[config.mk]
export PLATFORM = sky130hd
export DESIGN_NAME = irq_dispatch
export DESIGN_NICKNAME = d
export VERILOG_FILES = /design/src/rtl/irq_dispatch_pkg.sv /design/src/rtl/irq_sticky_flag.sv /design/src/rtl/irq_level_accum.sv /design/src/rtl/irq_select.sv /design/src/rtl/irq_dispatch.sv
export SDC_FILE = /design/constraint.sdc
export NUM_CORES = 1
export LEC_CHECK = 0
export ABC_AREA = 1
export ABC_CLOCK_PERIOD_IN_PS = 1280
export BUFFER_PORTS_ARGS = -buffer_cell sky130_fd_sc_hd__buf_4
export CORE_AREA = 3 3 40 42
export DETAILED_ROUTE_END_ITERATION = 6
export DIE_AREA = 0 0 43 45
export GPL_ROUTABILITY_DRIVEN = 0
export GPL_TIMING_DRIVEN = 1
export PLACE_DENSITY = 0.61
export SYNTH_ARGS = -nofsm -noshare
export SYNTH_HDL_FRONTEND = slang
export SYNTH_HIERARCHICAL = 1
export SYNTH_SLANG_ARGS = --single-unit
[constraint.sdc]
create_clock -name clk -period 1.28 [get_ports clk]
set_clock_uncertainty 0.05 [all_clocks]
set_input_delay 0.256 -clock clk [delete_from_list [all_inputs] [get_ports clk]]
set_output_delay 0.256 -clock clk [all_outputs]
set_load 0.005 [all_outputs]
[src/rtl/irq_dispatch_pkg.sv]
package irq_dispatch_pkg;

    parameter int unsigned IRQ_LVL_W = 6;

    typedef enum logic [1:0] {
        EXC_NONE = 2'b00,
        EXC_NMI  = 2'b01,
        EXC_INT  = 2'b10
    } exc_kind_e;

    typedef struct packed {
        logic      take_rst;
        logic      take_nmi;
        logic      take_int;
        exc_kind_e kind;
    } exc_decision_t;

    // Fixed-priority choice made at an instruction boundary.
    function automatic exc_decision_t arbitrate(
        input logic at_bnd,
        input logic rst_p,
        input logic nmi_p,
        input logic ie,
        input logic lvl_hit
    );
        exc_decision_t d;
        d.take_rst = 1'b0;
        d.take_nmi = 1'b0;
        d.take_int = 1'b0;
        d.kind     = EXC_NONE;
        if (at_bnd) begin
            if (rst_p) begin
                d.take_rst = 1'b1;
                d.kind     = EXC_NMI;
            end else if (nmi_p) begin
                d.take_nmi = 1'b1;
                d.kind     = EXC_NMI;
            end else if (ie && lvl_hit) begin
                d.take_int = 1'b1;
                d.kind     = EXC_INT;
            end
        end
        return d;
    endfunction

endpackage

[src/rtl/irq_sticky_flag.sv]
module irq_sticky_flag (
    input  logic clk,
    input  logic rst,
    input  logic set_i,
    input  logic clr_i,
    output logic flag_o
);
    logic flag_q;

    // A fresh request wins over the clear of the one being serviced.
    always_ff @(posedge clk) begin
        if (rst)         flag_q <= 1'b0;
        else if (set_i)  flag_q <= 1'b1;
        else if (clr_i)  flag_q <= 1'b0;
    end

    assign flag_o = flag_q;

    p_set_kept_r9: assert property (@(posedge clk) disable iff (rst)
        set_i |=> flag_q);

    p_hold_until_served_r7: assert property (@(posedge clk) disable iff (rst)
        (flag_q && !clr_i) |=> flag_q);

endmodule

[src/rtl/irq_level_accum.sv]
module irq_level_accum #(
    parameter int unsigned LVL_W = irq_dispatch_pkg::IRQ_LVL_W
) (
    input  logic             clk,
    input  logic             rst,
    input  logic [LVL_W-1:0] lvl_in_i,
    input  logic             take_i,
    output logic [LVL_W-1:0] pend_o
);
    logic [LVL_W-1:0] pend_q;
    logic [LVL_W-1:0] pend_d;

    always_comb begin
        if (take_i) pend_d = lvl_in_i;          // group clear, arrivals kept
        else        pend_d = pend_q | lvl_in_i; // accumulate
    end

    always_ff @(posedge clk) begin
        if (rst) pend_q <= '0;
        else     pend_q <= pend_d;
    end

    assign pend_o = pend_q;

    p_no_drop_r7: assert property (@(posedge clk) disable iff (rst)
        !take_i |=> (($past(pend_q) & ~pend_q) == '0));

    p_accum_r2: assert property (@(posedge clk) disable iff (rst)
        !take_i |=> ((pend_q & $past(lvl_in_i)) == $past(lvl_in_i)));

    p_group_clear_r6: assert property (@(posedge clk) disable iff (rst)
        take_i |=> (pend_q == $past(lvl_in_i)));

endmodule

[src/rtl/irq_select.sv]
module irq_select
    import irq_dispatch_pkg::*;
#(
    parameter int unsigned LVL_W = IRQ_LVL_W
) (
    input  logic             clk,
    input  logic             rst,
    input  logic             bnd_i,
    input  logic             rst_pend_i,
    input  logic             nmi_pend_i,
    input  logic [LVL_W-1:0] lvl_pend_i,
    input  logic             ie_i,
    input  logic [LVL_W-1:0] mask_i,
    output logic             take_rst_o,
    output logic             take_nmi_o,
    output logic             take_int_o,
    output logic             exc_valid_o,
    output exc_kind_e        exc_kind_o
);
    logic          lvl_hit;
    exc_decision_t dec;
    logic          valid_q;
    exc_kind_e     kind_q;

    assign lvl_hit = |(lvl_pend_i & mask_i);

    always_comb dec = arbitrate(bnd_i, rst_pend_i, nmi_pend_i, ie_i, lvl_hit);

    assign take_rst_o = dec.take_rst;
    assign take_nmi_o = dec.take_nmi;
    assign take_int_o = dec.take_int;

    always_ff @(posedge clk) begin
        if (rst) begin
            valid_q <= 1'b0;
            kind_q  <= EXC_NONE;
        end else begin
            valid_q <= dec.take_rst | dec.take_nmi | dec.take_int;
            kind_q  <= dec.kind;
        end
    end

    assign exc_valid_o = valid_q;
    assign exc_kind_o  = kind_q;

    p_only_at_boundary_r8: assert property (@(posedge clk) disable iff (rst)
        valid_q |-> $past(bnd_i));

    p_idle_code_r10: assert property (@(posedge clk) disable iff (rst)
        !valid_q |-> (kind_q == EXC_NONE));

    p_reset_first_r3: assert property (@(posedge clk) disable iff (rst)
        (bnd_i && rst_pend_i) |=> (valid_q && kind_q == EXC_NMI));

    p_int_gated_r5: assert property (@(posedge clk) disable iff (rst)
        (valid_q && kind_q == EXC_INT) |-> ($past(ie_i) && ($past(lvl_pend_i & mask_i) != '0)));

endmodule

[src/rtl/irq_dispatch.sv]
module irq_dispatch
    import irq_dispatch_pkg::*;
#(
    parameter int unsigned LVL_W = IRQ_LVL_W
) (
    input  logic             clk,
    input  logic             rst,
    input  logic             core_rst_req_i,
    input  logic             nmi_req_i,
    input  logic [LVL_W-1:0] lvl_req_i,
    input  logic             instr_boundary_i,
    input  logic             ie_i,
    input  logic [LVL_W-1:0] mask_i,
    output logic             exc_valid_o,
    output logic [1:0]       exc_type_o
);
    logic             rst_pend;
    logic             nmi_pend;
    logic [LVL_W-1:0] lvl_pend;
    logic             take_rst;
    logic             take_nmi;
    logic             take_int;
    exc_kind_e        kind;

    irq_sticky_flag u_rst_flag (
        .clk    (clk),
        .rst    (rst),
        .set_i  (core_rst_req_i),
        .clr_i  (take_rst),
        .flag_o (rst_pend)
    );

    irq_sticky_flag u_nmi_flag (
        .clk    (clk),
        .rst    (rst),
        .set_i  (nmi_req_i),
        .clr_i  (take_nmi),
        .flag_o (nmi_pend)
    );

    irq_level_accum #(.LVL_W(LVL_W)) u_lvl (
        .clk      (clk),
        .rst      (rst),
        .lvl_in_i (lvl_req_i),
        .take_i   (take_int),
        .pend_o   (lvl_pend)
    );

    irq_select #(.LVL_W(LVL_W)) u_sel (
        .clk         (clk),
        .rst         (rst),
        .bnd_i       (instr_boundary_i),
        .rst_pend_i  (rst_pend),
        .nmi_pend_i  (nmi_pend),
        .lvl_pend_i  (lvl_pend),
        .ie_i        (ie_i),
        .mask_i      (mask_i),
        .take_rst_o  (take_rst),
        .take_nmi_o  (take_nmi),
        .take_int_o  (take_int),
        .exc_valid_o (exc_valid_o),
        .exc_kind_o  (kind)
    );

    assign exc_type_o = kind;

    p_one_take_r3: assert property (@(posedge clk) disable iff (rst)
        $onehot0({take_rst, take_nmi, take_int}));

endmodule

# Word-level counts from Yosys, hierarchy flattened
# Cells that the tools add are included.
# totals
reg_bits,11
latch_bits,0
ram_bits,0
romBits,0
in_bits,18
output_inout_bits,3
elab_cells,30
mem_count,0
# op_classes
n_addsub,0
n_mul,0
n_div,0
magnitude_cmp,0
eq_ne,0
shifts,0
muxes,13
n_bitwise,5
n_reduce_logical,6
# op_table
op,n
1-bit 2-to-1 mux,7
6-bit bitwise AND,1
2-bit 2-to-1 mux,3
6-bit 2-to-1 mux,1
6-bit bitwise OR,1
6-bit OR reduction,1
5-bit 2-to-1 mux,1
2-bit nonzero test,2
4-bit OR reduction,1
3-bit 2-to-1 mux,1
1-bit bitwise OR,2
2-bit OR reduction,1
1-bit logical AND,1
1-bit inverter,1

# Longest topological paths before layout
# Gate-level depths: netlist of run 1.
# depth
word_depth,9
mapped_depth,9
depth_no_buf,9

# Hierarchy
# Netlist of run 1, hierarchy kept.
# modules_own_cells
mod,instances,cells_each,area_per_inst_um2,seq_area_each_um2
irq_level_accum,1,25,198.9,120.1
irq_select,1,30,173.9,60.1
irq_sticky_flag,2,5,40.0,20.0

# Worst setup path before layout of run 1
# OpenSTA, ideal clock, no wires.
# synth_timing
path_kind,register -> register
from,"register u_rst_flag.flag_q, in the netlist u_rst_flag/flag_o"
to,"register u_lvl.pend_q[0], in the netlist u_lvl/pend_o[0]"
setup_time_ns,0.116
t_arrival_ns,0.907
required_time_ns,1.114
path_slack_ns,0.208
path_stages_with_launch,8
n_path_buf,0
period_less_slack_ns,1.072
cell_sequence,dfxtp_1 or2_1 nor2_2 nand2_1 inv_1 inv_2 nand2_1 a21oi_1
# synth_between
elab_chain_len,3
# synth_rtl
element,line,text
from (decl),irq_sticky_flag.sv:8,logic flag_q;
from (signal assigned),irq_sticky_flag.sv:12,if (rst) flag_q <= 1'b0;
from (signal assigned),irq_sticky_flag.sv:13,else if (set_i) flag_q <= 1'b1;
from (signal assigned),irq_sticky_flag.sv:14,else if (clr_i) flag_q <= 1'b0;
2-bit 2-to-1 mux,irq_dispatch_pkg.sv:32,if (rst_p) begin
5-bit 2-to-1 mux,irq_dispatch_pkg.sv:31,if (at_bnd) begin
named net take_int,irq_dispatch.sv:22,logic take_int;
6-bit 2-to-1 mux,irq_level_accum.sv:14,if (take_i) pend_d = lvl_in_i;
to (signal assigned),irq_level_accum.sv:20,else pend_q <= pend_d;
to (decl),irq_level_accum.sv:10,logic [LVL_W-1:0] pend_q;
# The timed path passes the listed nets, and every way through them passes these cells.
# A chain may end at the register's enable or synchronous reset.

# Worst setup path in the final report of run 1
# layout_timing
from,"register u_rst_flag.flag_q, in the netlist u_rst_flag/flag_o"
to,"register u_lvl.pend_q[5], in the netlist u_lvl/pend_o[5]"
# Same word-level chain as after synthesis.

==> flow_metrics.env, run 1 <==
export IMPL_status="completed"
export IMPL_worst_path_buf_inv=2
export IMPL_dieWidth_um=43
export IMPL_path_class="reg -> reg"
export IMPL_post_cts_resized=0
export IMPL_dp_hpwl_um=694
export IMPL_nFillCells=136
export IMPL_relSlewSlack=0.923
export IMPL_power_leakage_uw=0.000382
export IMPL_grt_overflow=0
export IMPL_max_freq_mhz=864
export IMPL_drtAntennaViolNets=0
export IMPL_io_buffers=20
export IMPL_multi_input_area_um2=169
export IMPL_die_y_um=45
export IMPL_via_per_inst=3.99
export IMPL_grt_pass1_vias=369
export IMPL_cts_max_path_buffers=2
export IMPL_htreeDepth=1
export IMPL_cellPowerDensity_mw_per_mm2=1100
export IMPL_clock_latency_ps=260
export IMPL_layout_nets=108
export IMPL_drtIter0Drc=3
export IMPL_maxCapViolations=0
export IMPL_slowest_stage="dfxtp_1"
export IMPL_grt_max_degree=10
export IMPL_startpoint_type="flop"
export IMPL_core_area_mm2=0.00128
export IMPL_syn_nets=83
export IMPL_seqCellArea_um2=220
export IMPL_slew_viol_final=0
export IMPL_crit_arrival_ps=1260
export IMPL_cts_tree="done"
export IMPL_crit_path_frequent_cell="nand2_1"
export IMPL_route_met2_wl_um=389
export IMPL_place_area_um2=622
export IMPL_hold_viol=0
export IMPL_cts_buffers=3
export IMPL_setup_viol=0
export IMPL_synth_cell_type_count=11
export IMPL_vias=415
export IMPL_finalCritPeriodShare=0.904
export IMPL_finalSetupTns_ps=0
export IMPL_crit_fanout=6
export IMPL_drt_pre_antenna_iters=4
export IMPL_final_cell_area_um2=648
export IMPL_pin_count=21
export IMPL_endpoint_kind="flop"
export IMPL_tightest_slew_ps=115
export IMPL_met3_wirelength_um=94
export IMPL_required_ps=1380
export IMPL_dp_cells=100
export IMPL_critPathTopFamily="simple AND/OR/NAND/NOR gates"
export IMPL_ir_drop_uv=487
export IMPL_power_uw=712
export IMPL_diodes=0
export IMPL_max_stage_delay_ps=330
export IMPL_grt_pass1_wl_mm=1.46
export IMPL_yosys_register_bits=11
export IMPL_die_area_mm2=0.00194
export IMPL_path_cells="or2_1, nor2_2, nand2_1, inv_1, inv_2, nand2_1, a21oi_1"
export IMPL_root_buffer="clkbuf_4"
export IMPL_ctsHoldBuffers=0
export IMPL_clock_sinks=11
export IMPL_synthesis_area_um2=453
export IMPL_synthTopCellsByArea="dfxtp_1 (49%), nand2_1 (19%), inv_1 (13%), a21oi_1 (6.6%), a21oi_2 (3.9%)"
export IMPL_ys_seq_area_frac=0.486
export IMPL_syn2layout_area_growth_pct=43.1
export IMPL_rows=13
export IMPL_syn_inst=65
export IMPL_min_period_ps=1160
export IMPL_top_layer="met3"
export IMPL_track_usage=0.102
export IMPL_postCtsSetupBuffers=0
export IMPL_wl_per_cell_um=8.28
export IMPL_hold_path_class="in -> reg"
export IMPL_wl_um=861
export IMPL_met1_length_um=376
export IMPL_path_clk_slew_ps=70
export IMPL_grt_antenna_before_repair=0
export IMPL_avgSynthCellArea_um2=6.97
export IMPL_rsz0062_at_grt="false"
export IMPL_yosysTopAreaCell="dfxtp_1"
export IMPL_synth_warnings=6
export IMPL_synth_top_area_frac=0.486
export IMPL_final_cells=104
export IMPL_route_detailed_drc=0
export IMPL_start_util=0.352
export IMPL_drive_gt1_frac=0.315
export IMPL_fin_util=0.504
## stage by stage
| step | setup slack (ps) | hold slack [ps] |
|---|---|---|
| finish | 122 | 175 |
| global route | 11.3 | 172 |
| CTS | 111 | 170 |
| detailed placement | 119 | 402 |
| global placement | 152 | 397 |
| floorplan | 208 | 268 |
## final timing paths
check | startpoint | end | slack, ps | cells after the start
worst max-delay path | u_rst_flag/flag_o$_SDFFE_PP0P_ | u_lvl/pend_o[5]$_SDFF_PP0_ | 120 | 7
worst min register to register | u_lvl/pend_o[4]$_SDFF_PP0_ | u_lvl/pend_o[4]$_SDFF_PP0_ | 410 | 2
worst max register to register | u_rst_flag/flag_o$_SDFFE_PP0P_ | u_lvl/pend_o[5]$_SDFF_PP0_ | 120 | 7
worst min-delay path | rst | u_nmi_flag/flag_o$_SDFFE_PP0P_ | 170 | 2
## synth_stat cells (all sizes together)
library cell and count:
nand2 23, inv 17, dfxtp 11, a21oi 8, nor2 3, nand3 2
or2 1
## placed cells by master, fill, tap and decap left out
cell type  count
a21oi_1        6
a21oi_2        2
buf_4         20
clkbuf_1       1
clkbuf_4       3
dfxtp_1       11
inv_1         16
inv_2          1
nand2_1       23
nand3_1        1
nand3_2        1
nor2_1         2
nor2_2         1
or2_1          1
## logic make-up after synthesis
logic type | after synthesis | synth area share
AO/OA/AOI/OAI | 8 | 0.105
buffers and inverters | 17 | 0.141
flip-flops | 11 | 0.486
AND/OR/NAND/NOR | 29 | 0.268
## metal layers
metal	vias up	global-route usage
li1	235	-
met1	165	0.134
met2	15	0.147
met3	0	0.0239
met4	0	0.0723
met5	-	0
## worst register-to-register path: cells and delay by family, from the launching register on
| family | cells | cell delay, ps |
|---|---|---|
| AND/OR/NAND/NOR | 4 | 510 |
| flip-flops | 1 | 330 |
| buffers and inverters | 2 | 120 |
| AO/OA/AOI/OAI | 1 | 60 |
## final cells by class
class / count / area share
timing repair buffer: 20 / 0.232
sequential: 11 / 0.340
clock buffer: 4 / 0.0405
inverter: 17 / 0.0985
tap: 15 / 0.0290
multi-input combinational: 37 / 0.261
## flip-flops by register name, indices dropped and copies added (netlist names)
name and cells:
u_rst_flag/flag_o 1, u_nmi_flag/flag_o 1, u_sel/exc_kind_o 2, u_lvl/pend_o 6, u_sel/exc_valid_o 1
## where the power goes
part           total (µW)  internal [µW]  switching (µW)
logic                 111           63.3            48.0
registers             377            366            11.1
clock network         223            120             103
Note: power is estimated with default switching activity, not from simulation.
==> inputs of run 2 (changes only) <==
--- a/config.mk
+++ b/config.mk
@@ -8,9 +8,9 @@
 export ABC_AREA = 1
 export ABC_CLOCK_PERIOD_IN_PS = 1280
 export BUFFER_PORTS_ARGS = -buffer_cell sky130_fd_sc_hd__buf_4
-export CORE_AREA = 3 3 40 42
+export CORE_AREA = 2 2 39 41
 export DETAILED_ROUTE_END_ITERATION = 6
-export DIE_AREA = 0 0 43 45
+export DIE_AREA = 0 0 41 43
 export GPL_ROUTABILITY_DRIVEN = 0
 export GPL_TIMING_DRIVEN = 1
 export PLACE_DENSITY = 0.61
==> run 2 against run 1 <==
Sequential cell count stayed put; critical endpoint is now u_lvl/pend_o[2]$_SDFF_PP0_; combinational power hardly changed; clock power is 2% higher; power is 0.62% higher; fmax is 0.72% higher.
==> flow_metrics.env, run 2 (synthesis results as in run 1) <==
export IMPL_drtAntennaViolNets=0
export IMPL_whs_path_depth=2
export IMPL_grt_antenna_before_repair=0
export IMPL_rsz0062_at_grt="false"
export IMPL_max_freq_mhz=870
export IMPL_syn2layout_area_growth_pct=43.4
export IMPL_clock_latency_ps=260
export IMPL_final_common_cell="nand2_1"
export IMPL_hold_start="rst"
export IMPL_dp_hpwl_um=638
export IMPL_ir_drop_uv=462
export IMPL_worst_slack_ps=131
export IMPL_timing_rr_end="u_lvl/pend_o[2]$_SDFF_PP0_"
export IMPL_required_ps=1380
export IMPL_nFillCells=142
export IMPL_via_per_inst=4.02
export IMPL_htreeDepth=1
export IMPL_diodes=0
export IMPL_r2r_start="u_rst_flag/flag_o$_SDFFE_PP0P_"
export IMPL_vias=422
export IMPL_worstHoldEndpoint="u_rst_flag/flag_o$_SDFFE_PP0P_"
export IMPL_track_usage=0.118
export IMPL_drt_pre_antenna_iters=2
export IMPL_power_leakage_uw=0.000382
export IMPL_fin_util=0.469
export IMPL_relSlewSlack=0.921
export IMPL_route_detailed_drc=0
export IMPL_setup_viol=0
export IMPL_wl_um=832
export IMPL_rows=14
export IMPL_cellPowerDensity_mw_per_mm2=1100
export IMPL_final_cell_area_um2=649
export IMPL_seqCellArea_um2=220
export IMPL_layout_nets=108
export IMPL_pin_count=21
export IMPL_status="completed"
export IMPL_start_util=0.327
export IMPL_die_area_mm2=0.00176
export IMPL_post_cts_resized=0
export IMPL_tightest_slew_ps=118
export IMPL_power_uw=716
export IMPL_largest_reg_flops=6
export IMPL_crit_fanout=6
export IMPL_cts_tree="done"
export IMPL_cts_max_path_buffers=2
export IMPL_die_y_um=43
export IMPL_wl_per_cell_um=7.92
export IMPL_postCtsSetupBuffers=0
export IMPL_drive_gt1_frac=0.315
export IMPL_ctsHoldBuffers=0
export IMPL_crit_arrival_ps=1250
export IMPL_grt_pass1_vias=354
export IMPL_path_class="reg -> reg"
export IMPL_io_buffers=20
export IMPL_multi_input_area_um2=169
export IMPL_hold_path_class="in -> reg"
export IMPL_r2r_cells=7
export IMPL_startpoint_type="flop"
export IMPL_dieWidth_um=41
export IMPL_hold_viol=0
export IMPL_r2r_slack_ps=130
export IMPL_grt_overflow=0
export IMPL_grt_max_degree=10
export IMPL_slew_viol_final=0
export IMPL_drtIter0Drc=7
export IMPL_root_buffer="clkbuf_4"
export IMPL_dp_slack_ps=120
export IMPL_grt_pass1_wl_mm=1.35
export IMPL_min_period_ps=1150
export IMPL_clock_sinks=11
export IMPL_place_area_um2=623
export IMPL_path_clk_slew_ps=70
export IMPL_core_area_mm2=0.00138
export IMPL_endpoint_kind="flop"
export IMPL_layout_common_cells="nand2_1 (23), buf_4 (20), inv_1 (16), dfxtp_1 (11), a21oi_1 (6)"
export IMPL_cts_buffers=3
export IMPL_finalSetupTns_ps=0
export IMPL_finalCritPeriodShare=0.898
export IMPL_maxCapViolations=0
-- run 2: final cells by class --
class                   instances  share of cell area
multi-input cells              37               0.260
flip-flops and latches         11               0.339
repair buffers                 20               0.231
inverters                      17              0.0983
well taps                      16              0.0308
clock buffers                   4              0.0405
-- run 2: metal layers --
metal | wire (µm) | global-route usage | up-vias
met3 | 65 | 0.0314 | 2
met2 | 377 | 0.150 | 13
met4 | 12 | 0.120 | 0
li1 | - | - | 237
met1 | 376 | 0.146 | 170
met5 | 0 | 0 | -
-- run 2: critical path, cell delays in order, from the launching register on --
cell,delay (ps)
dfxtp_1,330
or2_1,250
nor2_2,120
nand2_1,60
inv_1,60
inv_2,60
nand2_1,60
a21oi_1,50
-- run 2: report_power, final --
group	switching (µW)	leakage, µW	total (µW)	internal, µW
Combinational	48.4	0.000275	112	63.3
Sequential	11.2	0.0000917	377	366
Clock	107	0.0000150	227	120
-- run 2: worst max path at each step --
stage	start	endpoint	cells past startpoint
finish	u_rst_flag/flag_o$_SDFFE_PP0P_	u_lvl/pend_o[2]$_SDFF_PP0_	7
global route	u_rst_flag/flag_o$_SDFFE_PP0P_	u_lvl/pend_o[2]$_SDFF_PP0_	7
CTS	u_rst_flag/flag_o$_SDFFE_PP0P_	u_lvl/pend_o[3]$_SDFF_PP0_	7
detailed placement	mask_i[2]	u_lvl/pend_o[3]$_SDFF_PP0_	10
global placement	mask_i[5]	u_lvl/pend_o[2]$_SDFF_PP0_	10
floorplan	u_rst_flag/flag_o$_SDFFE_PP0P_	u_lvl/pend_o[0]$_SDFF_PP0_	7
-- run 2: through the flow --
stage / hold slack [ps] / instances
final: 173 / 105
after global routing: 160 / 105
after CTS: 164 / 105
after detailed placement: 404 / 101
after global placement: 397 / 101
after floorplan: 268 / 65
==> inputs of run 3 (changes only) <==
--- a/config.mk
+++ b/config.mk
@@ -11,9 +11,10 @@
 export CORE_AREA = 2 2 39 41
 export DETAILED_ROUTE_END_ITERATION = 6
 export DIE_AREA = 0 0 41 43
-export GPL_ROUTABILITY_DRIVEN = 0
+export GPL_ROUTABILITY_DRIVEN = 1
 export GPL_TIMING_DRIVEN = 1
 export PLACE_DENSITY = 0.61
+export RECOVER_POWER = 25
 export SYNTH_ARGS = -nofsm -noshare
 export SYNTH_HDL_FRONTEND = slang
 export SYNTH_HIERARCHICAL = 1
==> run 3 against run 2 <==
Sequential power barely moved; critical path type unchanged; register-to-register slack hardly changed; power is 0.22% lower; sequential cell count is the same; non-clock buffer count did not move; largest power group unchanged; highest routed layer unchanged; via count decreased by 0.24%; clock power hardly changed; routed wire length is the same; fmax about the same; hold slack got worse by 4.6 ps; largest cell class unchanged.
==> flow_metrics.env, run 3 (synthesis results as in run 1) <==
export IMPL_postCtsSetupBuffers=0
export IMPL_startpoint_type="flop"
export IMPL_drtAntennaViolNets=0
export IMPL_root_buffer="clkbuf_4"
export IMPL_syn2layout_area_growth_pct=42.5
export IMPL_via_per_inst=4.01
export IMPL_ir_drop_uv=462
export IMPL_seqPwrFrac=0.528
export IMPL_p_comb_frac=0.154
export IMPL_path_cells="or2_1, nor2_2, nand2_1, inv_1, inv_2, nand2_1, a21oi_1"
export IMPL_crit_arrival_ps=1250
export IMPL_max_stage_delay_ps=330
export IMPL_crit_fanout=6
export IMPL_status="completed"
export IMPL_wl_per_cell_um=7.92
export IMPL_maxCapViolations=0
export IMPL_min_period_ps=1150
export IMPL_timing_rr_end="u_lvl/pend_o[2]$_SDFF_PP0_"
export IMPL_grt_overflow=0
export IMPL_grt_max_degree=10
export IMPL_worst_slack_ps=131
export IMPL_seqCellArea_um2=220
export IMPL_cts_buffers=3
export IMPL_slew_viol_final=0
export IMPL_p_sw_uw=165
export IMPL_max_freq_mhz=871
export IMPL_layout_nets=108
export IMPL_vias=421
export IMPL_start_util=0.327
export IMPL_power_leakage_uw=0.000382
export IMPL_rows=14
export IMPL_rsz0062_at_grt="false"
export IMPL_finalSetupTns_ps=0
export IMPL_multi_input_area_um2=165
export IMPL_core_area_mm2=0.00138
export IMPL_tightest_slew_ps=118
export IMPL_dp_slack_ps=120
export IMPL_place_congestion=0.724
export IMPL_wl_um=832
export IMPL_layout_common_cells="nand2_1 (23), buf_4 (20), inv_1 (16), dfxtp_1 (11), a21oi_1 (7)"
export IMPL_die_area_mm2=0.00176
export IMPL_p_sw_frac=0.232
export IMPL_hold_path_class="in -> reg"
export IMPL_r2r_start="u_rst_flag/flag_o$_SDFFE_PP0P_"
export IMPL_htreeDepth=1
export IMPL_track_usage=0.118
export IMPL_path_clk_slew_ps=70
export IMPL_nFillCells=144
export IMPL_crit_path_frequent_cell="nand2_1"
export IMPL_power_frac_clock=0.318
export IMPL_route_detailed_drc=0
export IMPL_largest_reg_flops=6
export IMPL_slowest_stage="dfxtp_1"
export IMPL_relSlewSlack=0.921
export IMPL_dieWidth_um=41
export IMPL_diodes=0
export IMPL_hold_viol=0
export IMPL_endpoint_kind="flop"
export IMPL_grt_pass1_vias=354
export IMPL_required_ps=1380
export IMPL_die_y_um=43
export IMPL_whs_ps=168
export IMPL_internal_power_uw=549
export IMPL_drt_pre_antenna_iters=2
export IMPL_power_uw=714
export IMPL_setup_viol=0
export IMPL_drive_gt1_frac=0.303
export IMPL_final_common_cell="nand2_1"
export IMPL_drtIter0Drc=6
export IMPL_ctsHoldBuffers=0
export IMPL_crit_end="u_lvl/pend_o[2]$_SDFF_PP0_"
export IMPL_cts_max_path_buffers=2
export IMPL_fin_util=0.467
export IMPL_clock_latency_ps=260
export IMPL_post_cts_resized=0
export IMPL_worstSetupStartpoint="u_rst_flag/flag_o$_SDFFE_PP0P_"
export IMPL_grt_pass1_wl_mm=1.35
export IMPL_cts_tree="done"
export IMPL_io_buffers=20
export IMPL_clock_sinks=11
export IMPL_r2r_cells=7
export IMPL_cellPowerDensity_mw_per_mm2=1110
export IMPL_dp_hpwl_um=638
export IMPL_path_class="reg -> reg"
export IMPL_r2r_slack_ps=130
export IMPL_finalCritPeriodShare=0.897
export IMPL_grt_antenna_before_repair=0
export IMPL_pin_count=21
-- run 3: cell counts in the layout (fill, tap and decap cells not counted) --
No cell type changed its count.
-- run 3: area by class of cell --
cell class                      instances  share of cell area
Sequential cell                        11               0.341
Inverter                               17              0.0988
Multi-Input combinational cell         37               0.256
Clock buffer                            4              0.0407
Tap cell                               16              0.0310
Timing Repair Buffer                   20               0.233
-- run 3: worst min path at each step --
stage / startpoint / endpoint / cells past startpoint
floorplan: rst / u_nmi_flag/flag_o$_SDFFE_PP0P_ / 1
global placement: u_lvl/pend_o[0]$_SDFF_PP0_ / u_lvl/pend_o[0]$_SDFF_PP0_ / 2
detailed placement: u_lvl/pend_o[1]$_SDFF_PP0_ / u_lvl/pend_o[1]$_SDFF_PP0_ / 2
CTS: rst / u_rst_flag/flag_o$_SDFFE_PP0P_ / 2
global route: rst / u_rst_flag/flag_o$_SDFFE_PP0P_ / 2
finish: rst / u_rst_flag/flag_o$_SDFFE_PP0P_ / 2
-- run 3: critical path, delay by kind of cell, from the launching register on --
family | cells | cell delay (ps)
buffers and inverters | 2 | 120
AO/OA/AOI/OAI | 1 | 50
AND/OR/NAND/NOR | 4 | 490
flip-flops | 1 | 330
-- run 3: power groups by stage --
stage	Sequential [µW]	Combinational [µW]	Clock, µW
2_1_floorplan	383	52.8	0
3_3_place_gp	385	111	0
3_5_place_dp	385	113	0
4_1_cts	377	113	244
5_1_grt	379	127	260
6_report	377	110	227
-- run 3: through the flow --
step	std cells	instance area, µm²
after CTS	105	649
after global routing	105	646
final	105	646
after global placement	101	623
after floorplan	65	453
after detailed placement	101	623
-- run 3: layer usage --
metal	share of wire	global-route usage	routed length (µm)
met1	0.45	0.146	377
met2	0.45	0.150	376
met3	0.078	0.0314	65
met4	0.014	0.120	12
met5	0	0	0
